**config.mk**
```make
export PLATFORM = sky130hd
export DESIGN_NAME = amr_spr_file
export DESIGN_NICKNAME = d
export VERILOG_FILES = /design/src/rtl/amr_spr_pkg.sv /design/src/rtl/amr_spr_decode.sv /design/src/rtl/amr_spr_wrmask.sv /design/src/rtl/amr_spr_regs.sv /design/src/rtl/amr_spr_file.sv
export SDC_FILE = /design/constraint.sdc
export NUM_CORES = 1
export LEC_CHECK = 0
export ABC_CLOCK_PERIOD_IN_PS = 1700
export BUFFER_PORTS_ARGS = -buffer_cell sky130_fd_sc_hd__buf_2
export CORE_UTILIZATION = 47
export CTS_CLUSTER_SIZE = 8
export DETAILED_ROUTE_END_ITERATION = 6
export PLACE_DENSITY = 0.76
export SKIP_LAST_GASP = 1
export SLEW_MARGIN = 5
export SYNTH_ARGS = -nofsm -noshare
export SYNTH_HDL_FRONTEND = slang
export SYNTH_SLANG_ARGS = --single-unit
```
**constraint.sdc**
```tcl
create_clock -name clk -period 1.7 [get_ports clk]
set_clock_uncertainty 0.05 [all_clocks]
set_input_delay 0.085 -clock clk [delete_from_list [all_inputs] [get_ports clk]]
set_output_delay 0.085 -clock clk [all_outputs]
set_load 0.005 [all_outputs]
```
**src/rtl/amr_spr_pkg.sv**
```systemverilog
package amr_spr_pkg;
  typedef enum logic [1:0] {
    SEL_NONE      = 2'd0,
    SEL_MASK_USER = 2'd1,
    SEL_MASK_PRIV = 2'd2,
    SEL_UMASK     = 2'd3
  } spr_sel_e;
endpackage

```
**src/rtl/amr_spr_decode.sv**
```systemverilog
module amr_spr_decode
  import amr_spr_pkg::*;
#(
  parameter int SPR_W = 10,
  parameter logic [SPR_W-1:0] NUM_MASK_USER = 'h00C,
  parameter logic [SPR_W-1:0] NUM_MASK_PRIV = 'h01D,
  parameter logic [SPR_W-1:0] NUM_UMASK     = 'h09D
) (
  input  logic             valid,
  input  logic             priv,
  input  logic [SPR_W-1:0] spr,
  output spr_sel_e         sel,
  output logic             hit,
  output logic             illegal,
  output logic             allowed
);
  logic priv_only;

  always_comb begin
    sel       = SEL_NONE;
    priv_only = 1'b0;
    if (spr == NUM_MASK_USER) begin
      sel = SEL_MASK_USER;
    end else if (spr == NUM_MASK_PRIV) begin
      sel       = SEL_MASK_PRIV;
      priv_only = 1'b1;
    end else if (spr == NUM_UMASK) begin
      sel       = SEL_UMASK;
      priv_only = 1'b1;
    end
  end

  assign hit     = valid && (sel != SEL_NONE);
  assign illegal = hit && priv_only && !priv;
  assign allowed = hit && !illegal;
endmodule

```
**src/rtl/amr_spr_wrmask.sv**
```systemverilog
module amr_spr_wrmask
  import amr_spr_pkg::*;
#(
  parameter int DATA_W = 64
) (
  input  logic              allowed,
  input  logic              write,
  input  logic              priv,
  input  spr_sel_e          sel,
  input  logic [DATA_W-1:0] wdata,
  input  logic [DATA_W-1:0] umask,
  output logic              mask_we,
  output logic [DATA_W-1:0] mask_next,
  output logic              umask_we,
  output logic [DATA_W-1:0] umask_next
);
  logic do_wr;
  logic user_masked;

  assign do_wr       = allowed && write;
  assign user_masked = (sel == SEL_MASK_USER) && !priv;

  assign mask_we  = do_wr && ((sel == SEL_MASK_USER) || (sel == SEL_MASK_PRIV));
  assign umask_we = do_wr && (sel == SEL_UMASK);

  for (genvar b = 0; b < DATA_W; b++) begin : g_bit
    assign mask_next[b] = user_masked ? (wdata[b] & umask[b]) : wdata[b];
  end

  assign umask_next = wdata;
endmodule

```
**src/rtl/amr_spr_regs.sv**
```systemverilog
module amr_spr_regs #(
  parameter int DATA_W = 64,
  parameter logic [DATA_W-1:0] MASK_RST  = '0,
  parameter logic [DATA_W-1:0] UMASK_RST = '0
) (
  input  logic              clk,
  input  logic              rst_n,
  input  logic              mask_we,
  input  logic [DATA_W-1:0] mask_next,
  input  logic              umask_we,
  input  logic [DATA_W-1:0] umask_next,
  output logic [DATA_W-1:0] mask_q,
  output logic [DATA_W-1:0] umask_q
);
  always_ff @(posedge clk or negedge rst_n) begin
    if (!rst_n) begin
      mask_q <= MASK_RST;
    end else if (mask_we) begin
      mask_q <= mask_next;
    end
  end

  always_ff @(posedge clk or negedge rst_n) begin
    if (!rst_n) begin
      umask_q <= UMASK_RST;
    end else if (umask_we) begin
      umask_q <= umask_next;
    end
  end
endmodule

```
**src/rtl/amr_spr_file.sv**
```systemverilog
module amr_spr_file
  import amr_spr_pkg::*;
#(
  parameter int DATA_W = 64,
  parameter int SPR_W  = 10,
  parameter logic [SPR_W-1:0] NUM_MASK_USER = 'h00C,
  parameter logic [SPR_W-1:0] NUM_MASK_PRIV = 'h01D,
  parameter logic [SPR_W-1:0] NUM_UMASK     = 'h09D
) (
  input  logic              clk,
  input  logic              rst_n,
  input  logic              acc_valid,
  input  logic              acc_write,
  input  logic              acc_priv,
  input  logic [SPR_W-1:0]  acc_spr,
  input  logic [DATA_W-1:0] acc_wdata,
  output logic [DATA_W-1:0] acc_rdata,
  output logic              acc_hit,
  output logic              acc_illegal,
  output logic [DATA_W-1:0] mask_value
);
  spr_sel_e          sel;
  logic              allowed;
  logic              mask_we;
  logic              umask_we;
  logic [DATA_W-1:0] mask_next;
  logic [DATA_W-1:0] umask_next;
  logic [DATA_W-1:0] mask_q;
  logic [DATA_W-1:0] umask_q;

  amr_spr_decode #(
    .SPR_W(SPR_W),
    .NUM_MASK_USER(NUM_MASK_USER),
    .NUM_MASK_PRIV(NUM_MASK_PRIV),
    .NUM_UMASK(NUM_UMASK)
  ) u_decode (
    .valid(acc_valid),
    .priv(acc_priv),
    .spr(acc_spr),
    .sel(sel),
    .hit(acc_hit),
    .illegal(acc_illegal),
    .allowed(allowed)
  );

  amr_spr_wrmask #(.DATA_W(DATA_W)) u_wrmask (
    .allowed(allowed),
    .write(acc_write),
    .priv(acc_priv),
    .sel(sel),
    .wdata(acc_wdata),
    .umask(umask_q),
    .mask_we(mask_we),
    .mask_next(mask_next),
    .umask_we(umask_we),
    .umask_next(umask_next)
  );

  amr_spr_regs #(.DATA_W(DATA_W)) u_regs (
    .clk(clk),
    .rst_n(rst_n),
    .mask_we(mask_we),
    .mask_next(mask_next),
    .umask_we(umask_we),
    .umask_next(umask_next),
    .mask_q(mask_q),
    .umask_q(umask_q)
  );

  always_comb begin
    acc_rdata = '0;
    if (allowed) begin
      unique case (sel)
        SEL_MASK_USER, SEL_MASK_PRIV: acc_rdata = mask_q;
        SEL_UMASK:                    acc_rdata = umask_q;
        default:                      acc_rdata = '0;
      endcase
    end
  end

  assign mask_value = mask_q;
endmodule

```
-- Yosys cells after proc, flatten, opt, wreduce, memory -nomap -nowiden
Cells that the tools add are included.
- word-level logic and storage cells: 157
- input port bits: 79
- bits in registers: 128
- bitwise logic cells: 64
- reductions and logical operators: 13
- muxes and demuxes: 72
- equality and inequality tests: 6
- operators with widths (kind ; count):
    $pmux W64 S2 ; 1
    $mux W1 ; 67
    $and A1 B1 Y1 ; 64
    $mux W64 ; 1
    $eq A10 B4 Y1 const B ; 1
    $eq A10 B5 Y1 const B ; 1
    $eq A10 B8 Y1 const B ; 1
    $logic_and A1 B1 Y1 ; 8
    $mux W2 ; 3
    $eq A2 B2 Y1 const B ; 2
    $eq A2 B1 Y1 const B ; 1
    $logic_not A1 Y1 ; 2
    $reduce_bool A2 Y1 ; 1
    $reduce_or A2 Y1 ; 1
    $logic_or A1 B1 Y1 ; 1

-- Logic depth before layout (Yosys ltp)
Gate-level depths: netlist of the first run.
- word-level depth: 12
- depth in mapped cells: 11

-- By module
Synthesis of the first run repeated with hierarchy kept, for this count alone.
- cell total of the unflattened synthesis: 579
- area, all modules: 7661.1 sq um
- modules (own cells, without submodules) (module ; area each (sq um) ; cells an instance ; times used):
    amr_spr_regs ; 5357.6 ; 270 ; 1
    amr_spr_file ; 1113.6 ; 154 ; 1
    amr_spr_wrmask ; 1096.1 ; 142 ; 1
    amr_spr_decode ; 93.8 ; 13 ; 1

-- Worst setup path before layout of the first run
No wires, ideal clock.
- path kind: in2reg
- start: input port acc_spr[9]
- end: register u_regs.umask_q[0]
- stages on the path: 10
- slack: -274 ps
- setup time: 125 ps
- data required time: 1525 ps
- arrival: 1799 ps
- path through: nor2_1 > nand3_1 > nor4_1 > o21ai_0 > ha_1 > nand2b_1 > a31oi_4 > nand3_4 > buf_6 > mux2_4
- word-level cells in the longest chain between the ends: 12
- RTL lines (element ; RTL line ; RTL):
    from (decl) ; amr_spr_file.sv:15 ; input logic [SPR_W-1:0] acc_spr,
    $eq A10 B8 Y1 ; amr_spr_decode.sv:27 ; end else if (spr == NUM_UMASK) begin
    $mux W2 ; amr_spr_decode.sv:27 ;
    $mux W2 ; amr_spr_decode.sv:24 ; end else if (spr == NUM_MASK_PRIV) begin
    $mux W2 ; amr_spr_decode.sv:22 ; if (spr == NUM_MASK_USER) begin
    $reduce_bool A2 Y1 ; amr_spr_decode.sv:33 ; assign hit = valid && (sel != SEL_NONE);
    $logic_and A1 B1 Y1 ; amr_spr_decode.sv:33 ;
    $logic_and A1 B1 Y1 (2 in a row) ; amr_spr_decode.sv:34 ; assign illegal = hit && priv_only && !priv;
    $logic_not A1 Y1 ; amr_spr_decode.sv:35 ; assign allowed = hit && !illegal;
    $logic_and A1 B1 Y1 ; amr_spr_decode.sv:35 ;
    $logic_and A1 B1 Y1 ; amr_spr_wrmask.sv:20 ; assign do_wr = allowed && write;
    $logic_and A1 B1 Y1 * ; amr_spr_wrmask.sv:24 ; assign umask_we = do_wr && (sel == SEL_UMASK);
    to (signal assigned) ; amr_spr_regs.sv:27 ; umask_q <= umask_next;
    to (decl) ; amr_spr_regs.sv:13 ; output logic [DATA_W-1:0] umask_q
Mark *: on every way between the ends. The rest lies on a longest branch, timed or not.
A chain may end at the register's enable or synchronous reset.

-- Worst setup path after layout of the first run
- start: input port acc_spr[9]
- end: register u_regs.umask_q[59]
The elaborated chain is that of the path after synthesis.

==> results of run 1 <==
==> synth_stat cells, types with 2 or more instances <==
library cell  instances  area (um^2)
nor2_1               68        255.2
nand2_1               3        11.26
a22oi_1              64        480.5
buf_6                18        202.7
mux2_4               60        900.9
dfrtp_1             128         3203
o21ai_0              64        320.3
nand2b_1              2        12.51
ha_1                  2        25.02
buf_1                 3        11.26
nand3_1               2        10.01
clkbuf_1             17        63.81
nor4_1                2        12.51
mux2i_1              63        630.6
inv_1                64        240.2
mux2_2                5        56.30
==> metrics by stage <==
stage | setup slack [ns] | instances | total power (uW)
after floorplan | -0.1614 | 577 | 3162
after global placement | -0.4108 | 960 | 3375
after detailed placement | -0.4618 | 960 | 3390
after CTS | -0.2542 | 1074 | 7435
after global routing | -0.4550 | 1085 | 7643
final | -0.3750 | 1085 | 7425
==> how the worst max path moves through the flow <==
stage	from	to	slack, ns	cells after the start
global placement	acc_spr[9]	u_regs.umask_q[18]$_DFFE_PN0P_	-0.41	9
finish	acc_spr[9]	u_regs.umask_q[59]$_DFFE_PN0P_	-0.37	12
detailed placement	acc_spr[9]	u_regs.umask_q[27]$_DFFE_PN0P_	-0.46	9
global route	acc_spr[9]	u_regs.umask_q[58]$_DFFE_PN0P_	-0.46	12
floorplan	acc_spr[9]	u_regs.umask_q[0]$_DFFE_PN0P_	-0.16	10
CTS	acc_spr[9]	acc_rdata[33]	-0.25	14
==> layer usage <==
layer | up-vias | track usage (%) | wire [um] | part of all wire, %
li1 | 2640 | - | - | -
met1 | 3000 | 37.52 | 8930 | 41
met2 | 331 | 48.02 | 10540 | 48
met3 | 55 | 6.745 | 1585 | 7.3
met4 | 0 | 12.65 | 686 | 3.2
met5 | - | 0 | 0 | 0
==> repair_timing <==
item	4_1_cts	5_1_grt
cloned	9	4
setup endpoints to repair	80	194
hold endpoints to repair	165	0
pin swaps	8	5
hold buffers	65	0
setup buffers	8	9
gates resized for setup	37	43
==> area by class of cell <==
| class | instances | area, um^2 | share of cell area (%) |
|---|---|---|---|
| Inverter | 64 | 242.7 | 2.409 |
| Timing Repair Buffer | 337 | 2691 | 26.71 |
| Clock buffer | 19 | 452.9 | 4.495 |
| Antenna cell | 1 | 2.502 | 0.02483 |
| Multi-Input combinational cell | 347 | 3078 | 30.54 |
| Tap cell | 176 | 220.2 | 2.185 |
| Sequential cell | 128 | 3203 | 31.79 |
| Clock inverter | 13 | 186.4 | 1.850 |
==> kinds of logic (layout without fill, tap and decap cells) <==
kind of cell | count (synthesis) | after routing | share of synthesized area [%]
and+or+nand+nor | 85 | 86 | 5.899
DFF | 128 | 128 | 48.72
adders and majority gates | 2 | 2 | 0.3805
AOI/OAI and AO/OA | 131 | 131 | 12.86
other | 0 | 1 | 0
buffers and inverters | 103 | 433 | 7.992
muxes | 128 | 128 | 24.15
==> sequential cells by signal, indices dropped and copies added, names as in the netlist <==
register / count
u_regs.umask_q: 64
u_regs.mask_q: 64
==> power groups by stage <==
stage,Clock [uW],Sequential (uW),Combinational [uW]
after detailed placement,0,3100,288
after floorplan,0,3100,58.2
after global routing,4130,3050,464
final,3950,3050,431
after global placement,0,3100,272
after CTS,3970,3050,415
==> worst max-delay path, stage by stage <==
cell       delay [ns]
buf_8            0.10
nor2_4           0.09
nand3_2          0.11
nor4_4           0.20
nand2_1          0.14
ha_4             0.18
nand2b_4         0.15
buf_4            0.15
a31oi_4          0.23
nand3_4          0.21
bufbuf_16        0.36
mux2_4           0.31
==> results.md, run 1 <==
* Status: finished, violations left
* Failing checks: setup timing
* Critical hold path startpoint: acc_write
* P_leak at 0.005438 uW
* Fin. Hold Viols at 0
* Yosys reg bits at 128
* Hold path cells at 3
* Period utilisation layout at 122.1%
* Register area share after synthesis at 48.72%
* Sequential share of power at 41.1%
* Mean number of vias per cell at 5.554
* Most frequent cells in the layout: buf_2, dfrtp_1, dlygate4sd3_1, o21ai_0, inv_1
* Largest net degree at the start of global routing at 43
* Longest Clk Path Bufs at 2
* Post-synth EDFFs at 0
* Initial core utilization at 48.87%
* PwrDens at 736.8 nW/um^2
* Layout Nets at 976
* Slew Limit Fails at 0
* Routed via count at 6026
* Post-DP Area at 8063 um^2
* Die height at 120.3 um
* F_max at 481.9 MHz
* H-tree depth at 4
* Rel. slew slack at 57.52%
* Worst-Margin Slew at 0.6371 ns
* Layout cell share with drive strength beyond 1 at 45.59%
* Minimum clock period at 2.075 ns
* CTS tree: built
* Critical Path Fanout Max at 15
* Synth Instances at 577
* Critical path class: primary input to flop
* Count of cell types in the netlist at 28
* Vias in the first global route at 6324
* Clk_lat worst skew at 0.42 ns
* Post-route setup TNS at -52.05 ns
* Row count at 42
* Core Util, Final at 74.91%
* CTS root buf: clkbuf_16
* Hold Crit Class: primary input to flop
* Setup crit end kind: flop
* Maximum vdd drop at 0.5701 mV
* Post-route ant nets at 0
* Final Instance Area at 10080 um^2
* Combinational share of power at 5.8%
* Critical path arrival at 2.33 ns
* Total track usage at 29.43%
* Switch Pwr at 1619 uW
* RSZ-0062 raised after global routing: true
* Initial antenna violation count at 1
* Fin Hold WS at 0.1469 ns
* Worst endpoint required time at 1.95 ns
* Internal power at 5806 uW
* CTS sink cnt at 128
* Final WL at 21740 um
* Max_cap viols at 0
* DR pass1 iterations at 6
* Port Buffer Count at 208
* Clk slew on worst S/H paths at 0.06 ns
* Synth async-reset ratio at 100.0%
* Reg2Reg Launch Point: u_regs.umask_q[62]$_DFFE_PN0P_
* Die Wd at 120.3 um
* Top FF cell, synth: dfrtp_1
* Global-route wire length before repair at 32730 um
* Switching Fraction at 21.81%
* Setup ws final at -0.3750 ns
* HPWL after DPL at 11920 um
* Synth Net Count at 658
* R2R setup slack at 0.58 ns
* Final setup fails at 193
* CP startpoint kind: primary input
* CTS Buf Count at 17
* Commonest non-fill, non-tap cell in the layout: buf_2
* Mean routed wirelength per cell at 20.04 um
* Top-Level Pins at 209
* Ys Warns at 0
* Number of remaining DRC errors at 0
* Grt ovf at 0
* Post-Syn Area at 6575 um^2
* Average cell area after synthesis at 11.40 um^2
* Die area at 14470 um^2
* Clock group share of total power at 53.1%
* Core ar. at 13450 um^2
* Initial DRC count at 401
* Worst reg2reg endpoint: u_regs.mask_q[62]$_DFFE_PN0P_
* Syn-to-layout area delta at 53.26%
* Cell depth of the worst flop-to-flop path at 3
* Fillers at 852
* Hold Crit Endpoint: u_regs.mask_q[62]$_DFFE_PN0P_
* RePlAce Congestion at 0.8709
Power figures use the tool's default switching activity.
==> run 2, diff against run 1 <==
- ABC_AREA: not set -> 1
- ABC_CLOCK_PERIOD_IN_PS: 1700 -> 2200
- CORE_UTILIZATION: 47 -> 53
- PLACE_DENSITY: 0.76 -> 0.79
- clock period: 1.7 -> 2.2 ns (I/O delays scaled with it)
==> run 2 against run 1 <==
Net effect:
- the run now ends clean
- setup slack improved by 0.50 ns
- flip-flop and latch count unchanged
- combinational power decreased by 9.0%
- die area grew 3.4%
- critical endpoint is now acc_rdata[27]
- via count grew 41%
- final cell count increased by 46%
==> results.md, run 2 <==
* Status: complete, no violations
* Top FF cell, synth: dfrtp_1
* DR pass1 iterations at 5
* Clk_lat worst skew at 0.42 ns
* Core ar. at 13990 um^2
* Critical path class: primary input to primary output
* Count of cell types in the netlist at 23
* CTS tree: built
* Worst endpoint required time at 2.04 ns
* Global-route wire length before repair at 38370 um
* H-tree depth at 4
* Antenna cells at 0
* RSZ-0062 raised after global routing: false
* Share of cell area taken by muxes after synthesis at 0%
* Worst-Margin Slew at 0.9594 ns
* Adder-cell share of the synthesized area at 0.3263%
* Routed via count at 8512
* F_max at 481.4 MHz
* Count leader, synth: nand2_1
* Commonest cells post-synth: nand2_1, dfrtp_1, inv_1, a21oi_1, nand4_1
* Synth async-reset ratio at 100.0%
* Die height at 122.3 um
* Top-Level Pins at 209
* Post-Syn Area at 7669 um^2
* Most frequent cells in the layout: nand2_1, buf_2, dfrtp_1, inv_1, dlygate4sd3_1
* Rel. slew slack at 36.04%
* Initial antenna violation count at 1
* Syn-to-layout area delta at 32.44%
* CTS sink cnt at 128
* XOR/XNOR share of the synthesized area at 0%
* Post-route ant nets at 0
* Number of remaining DRC errors at 0
* Non-filler cells, final at 1585
* Mean routed wirelength per cell at 15.30 um
* Fin. Hold Viols at 0
* Total track usage at 33.06%
* RePlAce Congestion at 0.8009
* Largest net degree at the start of global routing at 65
* Slew Limit Fails at 0
* Average cell area after synthesis at 6.768 um^2
* Initial core utilization at 54.82%
* Post-synth top area cell: dfrtp_1
* Area of the multi-input gates at 3666 um^2
* Die Wd at 122.3 um
* Fillers at 1090
* Cell depth of the worst flop-to-flop path at 6
* Worst reg2reg endpoint: u_regs.mask_q[49]$_DFFE_PN0P_
* CTS Buf Count at 17
* Clk slew on worst S/H paths at 0.05 ns
* Largest family of logic cells by synthesized area: simple AND/OR/NAND/NOR gates
* Register Area at 3203 um^2
* Synth Net Count at 1214
* Layout cell share with drive strength beyond 1 at 21.07%
* Vias in the first global route at 7853
* PwrDens at 549.2 nW/um^2
* Setup crit end kind: primary output
* Commonest non-fill, non-tap cell in the layout: nand2_1
* Largest registers: u_regs.mask_q (64), u_regs.umask_q (64)
* Yosys reg bits at 128
* Overall power at 5578 uW
* Ranking of synthesized cells by area: dfrtp_1, nand2_1, nand4_1
* Minimum clock period at 2.077 ns
* Hold Crit Class: primary input to asynchronous set/reset pin
* Initial DRC count at 840
* Ys Warns at 0
* Setup repair bufs after CTS at 0
* Die area at 14950 um^2
* Row count at 43
* Simple-gate share of the synthesized area at 42.57%
* Synth Area in Compound Gates at 4.242%
* Mean number of vias per cell at 5.370
* Final setup fails at 0
* Critical path arrival at 1.92 ns
* Register area share after synthesis at 41.77%
* CP startpoint kind: primary input
* Port Buffer Count at 208
* Maximum vdd drop at 0.4977 mV
* CTS root buf: clkbuf_16
* Synth Instances at 1133
* Grt ovf at 0
* Max_cap viols at 0
* Post-synth top area share at 41.77%
* Longest Clk Path Bufs at 2
* Post-synth EDFFs at 0
* R2R setup slack at 1.24 ns
* Dpl cells at 1486
* Reg2Reg Launch Point: u_regs.umask_q[49]$_DFFE_PN0P_
* HPWL after DPL at 14020 um
* Period utilisation layout at 94.42%
* Critical Path Fanout Max at 17
* P_leak at 0.006090 uW
* Layout Nets at 1473
* Final WL at 24250 um
==> run 2: cell count changes in the layout (fill, tap and decap cells not counted), sizes merged, moves of 24 or more <==
| cell | before | now |
|---|---|---|
| a21oi | 0 | 64 |
| a22oi | 64 | 0 |
| buf | 268 | 244 |
| mux2 | 65 | 0 |
| mux2i | 63 | 0 |
| nand2 | 3 | 709 |
| nand4 | 0 | 66 |
| nor2 | 68 | 8 |
| o21ai | 65 | 1 |
==> run 2: cell families (layout without fill, tap and decap cells) <==
kind of cell	after synthesis	count (layout)
buf+inv	147	419
flops	128	128
simple gates	791	791
fa+ha+maj	2	2
compound gates	65	65
==> run 2: cell type report <==
type / instances / area share (%)
multi-input combinational: 858 / 36.10
clock inverter: 5 / 0.7392
tap: 180 / 2.218
clock buffer: 27 / 5.051
inverter: 76 / 2.809
sequential: 128 / 31.54
timing repair buffer: 311 / 21.55
==> run 2: stage by stage <==
step | hold WS (ns) | TNS [ns] | cell area, um^2 | worst slack [ns] | util [%]
after floorplan | -0.2356 | 0 | 7669 | 0.2678 | -
after global placement | 0.03882 | -4.993 | 8817 | -0.09362 | 63.03
after detailed placement | 0.03778 | -9.805 | 8817 | -0.1813 | 63.03
after CTS | 0.1357 | 0 | 10060 | 0.02616 | 71.89
after global routing | 0.1559 | 0 | 10160 | 0.01730 | 72.60
final | 0.1381 | 0 | 10160 | 0.1227 | 72.60
==> run 2: how the worst max path moves through the flow <==
stage | from | endpoint | slack [ns]
6_report | acc_spr[5] | acc_rdata[27] | 0.12
5_1_grt | acc_spr[6] | u_regs.umask_q[50]$_DFFE_PN0P_ | 0.02
4_1_cts | acc_spr[6] | acc_rdata[38] | 0.03
3_5_place_dp | acc_spr[6] | u_regs.umask_q[14]$_DFFE_PN0P_ | -0.18
3_3_place_gp | acc_spr[6] | u_regs.umask_q[14]$_DFFE_PN0P_ | -0.09
2_1_floorplan | acc_spr[6] | acc_rdata[10] | 0.27
==> run 2: per-layer routing <==
metal	track usage [%]	share of wire (%)	vias to the layer above
met5	0	0.054	-
met4	15.70	2.5	2
met3	5.994	7.9	59
met2	55.02	49	459
met1	41.52	40	3978
li1	-	-	4014
==> run 2: power by group <==
| group | total [uW] | internal (uW) | switching [uW] |
|---|---|---|---|
| Clock | 2830 | 1810 | 1020 |
| Combinational | 392 | 172 | 220 |
| Sequential | 2360 | 2360 | 0.222 |
| Total | 5580 | 4340 | 1240 |
==> run 2: critical path, cell delays in order <==
cell and delay (ns):
buf_2 0.10, nor2_1 0.14, nand3_1 0.12, nand3b_1 0.19, o21ai_2 0.08, inv_1 0.06
ha_2 0.16, inv_1 0.06, nand2_2 0.07, inv_2 0.10, buf_8 0.15, nand2_8 0.09
buf_12 0.17, a21oi_1 0.16, buf_2 0.16
==> run 2: repair_timing <==
item	CTS	global route
gates resized for setup	0	14
endpoints found under the hold margin	154	0
setup endpoints to repair	0	102
hold buffers	65	0
==> run 3, diff against run 2 <==
- ABC_AREA: 1 -> not set
- CORE_UTILIZATION: 53 -> 52
- GPL_TIMING_DRIVEN: not set -> 0
==> run 3 against run 2 <==
Net effect:
- register-to-register slack worse by 0.23 ns
- via count down 32%
- hold slack better by 0.024 ns
- first-iteration DRC count down 50%
- non-clock buffer count up 5
- final cell count down 34%
- die area down 12%
- largest cell class is now flip-flops and latches
==> results.md, run 3 (same netlist as run 1, synthesis figures left out) <==
* Status: complete, no violations
* Die area at 13100 um^2
* Critical path class: primary input to primary output
* Critical path arrival at 1.97 ns
* Initial antenna violation count at 2
* Largest net degree at the start of global routing at 80
* Routed via count at 5807
* Grt ovf at 0
* Period utilisation layout at 96.69%
* Layout Nets at 954
* Clk slew on worst S/H paths at 0.05 ns
* Critical-path cell list: buf_2 > nor2_2 > nand3_2 > or4_4 > nor2_1 > ha_2 > buf_12 > buf_6 > a22oi_1 > nor2_1 > buf_2
* CTS Buf Count at 17
* Layout cell share with drive strength beyond 1 at 40.05%
* Total track usage at 31.08%
* Final WL at 19660 um
* Clk_lat worst skew at 0.42 ns
* Post-route setup TNS at 0 ns
* CP startpoint kind: primary input
* Minimum clock period at 2.127 ns
* Most frequent cells in the layout: buf_2, dfrtp_1, nor2_1, dlygate4sd3_1
* PwrDens at 563.8 nW/um^2
* HPWL after DPL at 12160 um
* Core Util, Final at 76.18%
* CTS root buf: clkbuf_16
* DR pass1 iterations at 5
* Vias in the first global route at 6102
* Die height at 114.4 um
* Number of remaining DRC errors at 0
* RePlAce Congestion at 0.8023
* Critical-path top delay cell: or4_4
* Top-Level Pins at 209
* Fin. Hold Viols at 0
* Post-route ant nets at 0
* Die Wd at 114.4 um
* Maximum vdd drop at 0.4522 mV
* Initial core utilization at 54.06%
* Pre-CTS WS at -0.6631 ns
* Worst-Margin Slew at 0.5188 ns
* Syn-to-layout area delta at 40.91%
* Worst endpoint required time at 2.04 ns
* H-tree depth at 4
* Mean routed wirelength per cell at 18.65 um
* R2R setup slack at 1.01 ns
* Slew Limit Fails at 0
* Max_cap viols at 0
* Commonest non-fill, non-tap cell in the layout: buf_2
* Initial DRC count at 419
* CTS tree: built
* F_max at 470.1 MHz
* Critical Path Fanout Max at 10
* Core ar. at 12160 um^2
* Global-route wire length before repair at 31060 um
* Largest registers: u_regs.mask_q (64), u_regs.umask_q (64)
* CTS sink cnt at 128
* Setup ws final at 0.07277 ns
* P_leak at 0.005133 uW
* Mean number of vias per cell at 5.509
* Row count at 40
* Rel. slew slack at 65.41%
* Final setup fails at 0
* Worst path max stage delay at 0.44 ns
* Setup crit end kind: primary output
* Overall power at 5223 uW
* Longest Clk Path Bufs at 2
* Hold Crit Class: primary input to asynchronous set/reset pin
* Port Buffer Count at 208
## run 3: timing repair
item	CTS	global route
pin swaps	4	2
setup buffers	2	1
resized for setup	50	14
setup endpoints to repair	64	64
hold buffers	65	0
gates cloned	0	0
endpoints found under the hold margin	175	0
## run 3: cell type report
class                   instances  area, um^2
repair buffers                277        1752
clock inverters                 8       65.06
multi-input cells             346        2898
inverters                      64       240.2
diodes                          2       5.005
well taps                     168       210.2
fillers                       798        2897
clock buffers                  22       464.2
flip-flops and latches        128        3203
plain buffers                  39       427.9
## run 3: routing by layer
metal / global-route usage, % / vias up / share of wire [%]
li1: - / 2600 / -
met1: 36.04 / 2922 / 41
met2: 54.67 / 249 / 51
met3: 7.623 / 36 / 6.4
met4: 13.42 / 0 / 2.1
met5: 0 / - / 0
## run 3: through the flow
stage / cells / hold slack, ns / instance area, um^2
4_1_cts: 1051 / 0.1504 / 9206
2_1_floorplan: 577 / -0.2356 / 6575
3_3_place_gp: 953 / 0.3027 / 7826
6_report: 1054 / 0.1617 / 9265
3_5_place_dp: 954 / 0.03393 / 7860
5_1_grt: 1054 / 0.1683 / 9265
## run 3: final timing paths
path                                                     start                        endpoint  cells past startpoint
worst max-delay path                                acc_spr[9]                   acc_rdata[19]                     11
min in group clk                                    acc_spr[7]   u_regs.mask_q[62]$_DFFE_PN0P_                      5
worst min register to register  u_regs.umask_q[58]$_DFFE_PN0P_  u_regs.umask_q[58]$_DFFE_PN0P_                      1
worst max register to register  u_regs.umask_q[62]$_DFFE_PN0P_   u_regs.mask_q[62]$_DFFE_PN0P_                      3
worst min-delay path                                     rst_n  u_regs.umask_q[16]$_DFFE_PN0P_                      2
max in group asynchronous                                rst_n  u_regs.umask_q[42]$_DFFE_PN0P_                      3
## run 3: power breakdown
group	internal, uW	leakage (uW)	switching [uW]
Clock	1580	0.000269	983
Sequential	2360	0.00146	0.198
Combinational	157	0.00340	144
## run 3: critical path: cells and delay by family
| family | cells | cell delay (ns) |
|---|---|---|
| AO/OA/AOI/OAI | 1 | 0.10 |
| adder cells (fa/ha/maj) | 1 | 0.22 |
| buffers and inverters | 4 | 0.56 |
| AND/OR/NAND/NOR | 5 | 0.95 |
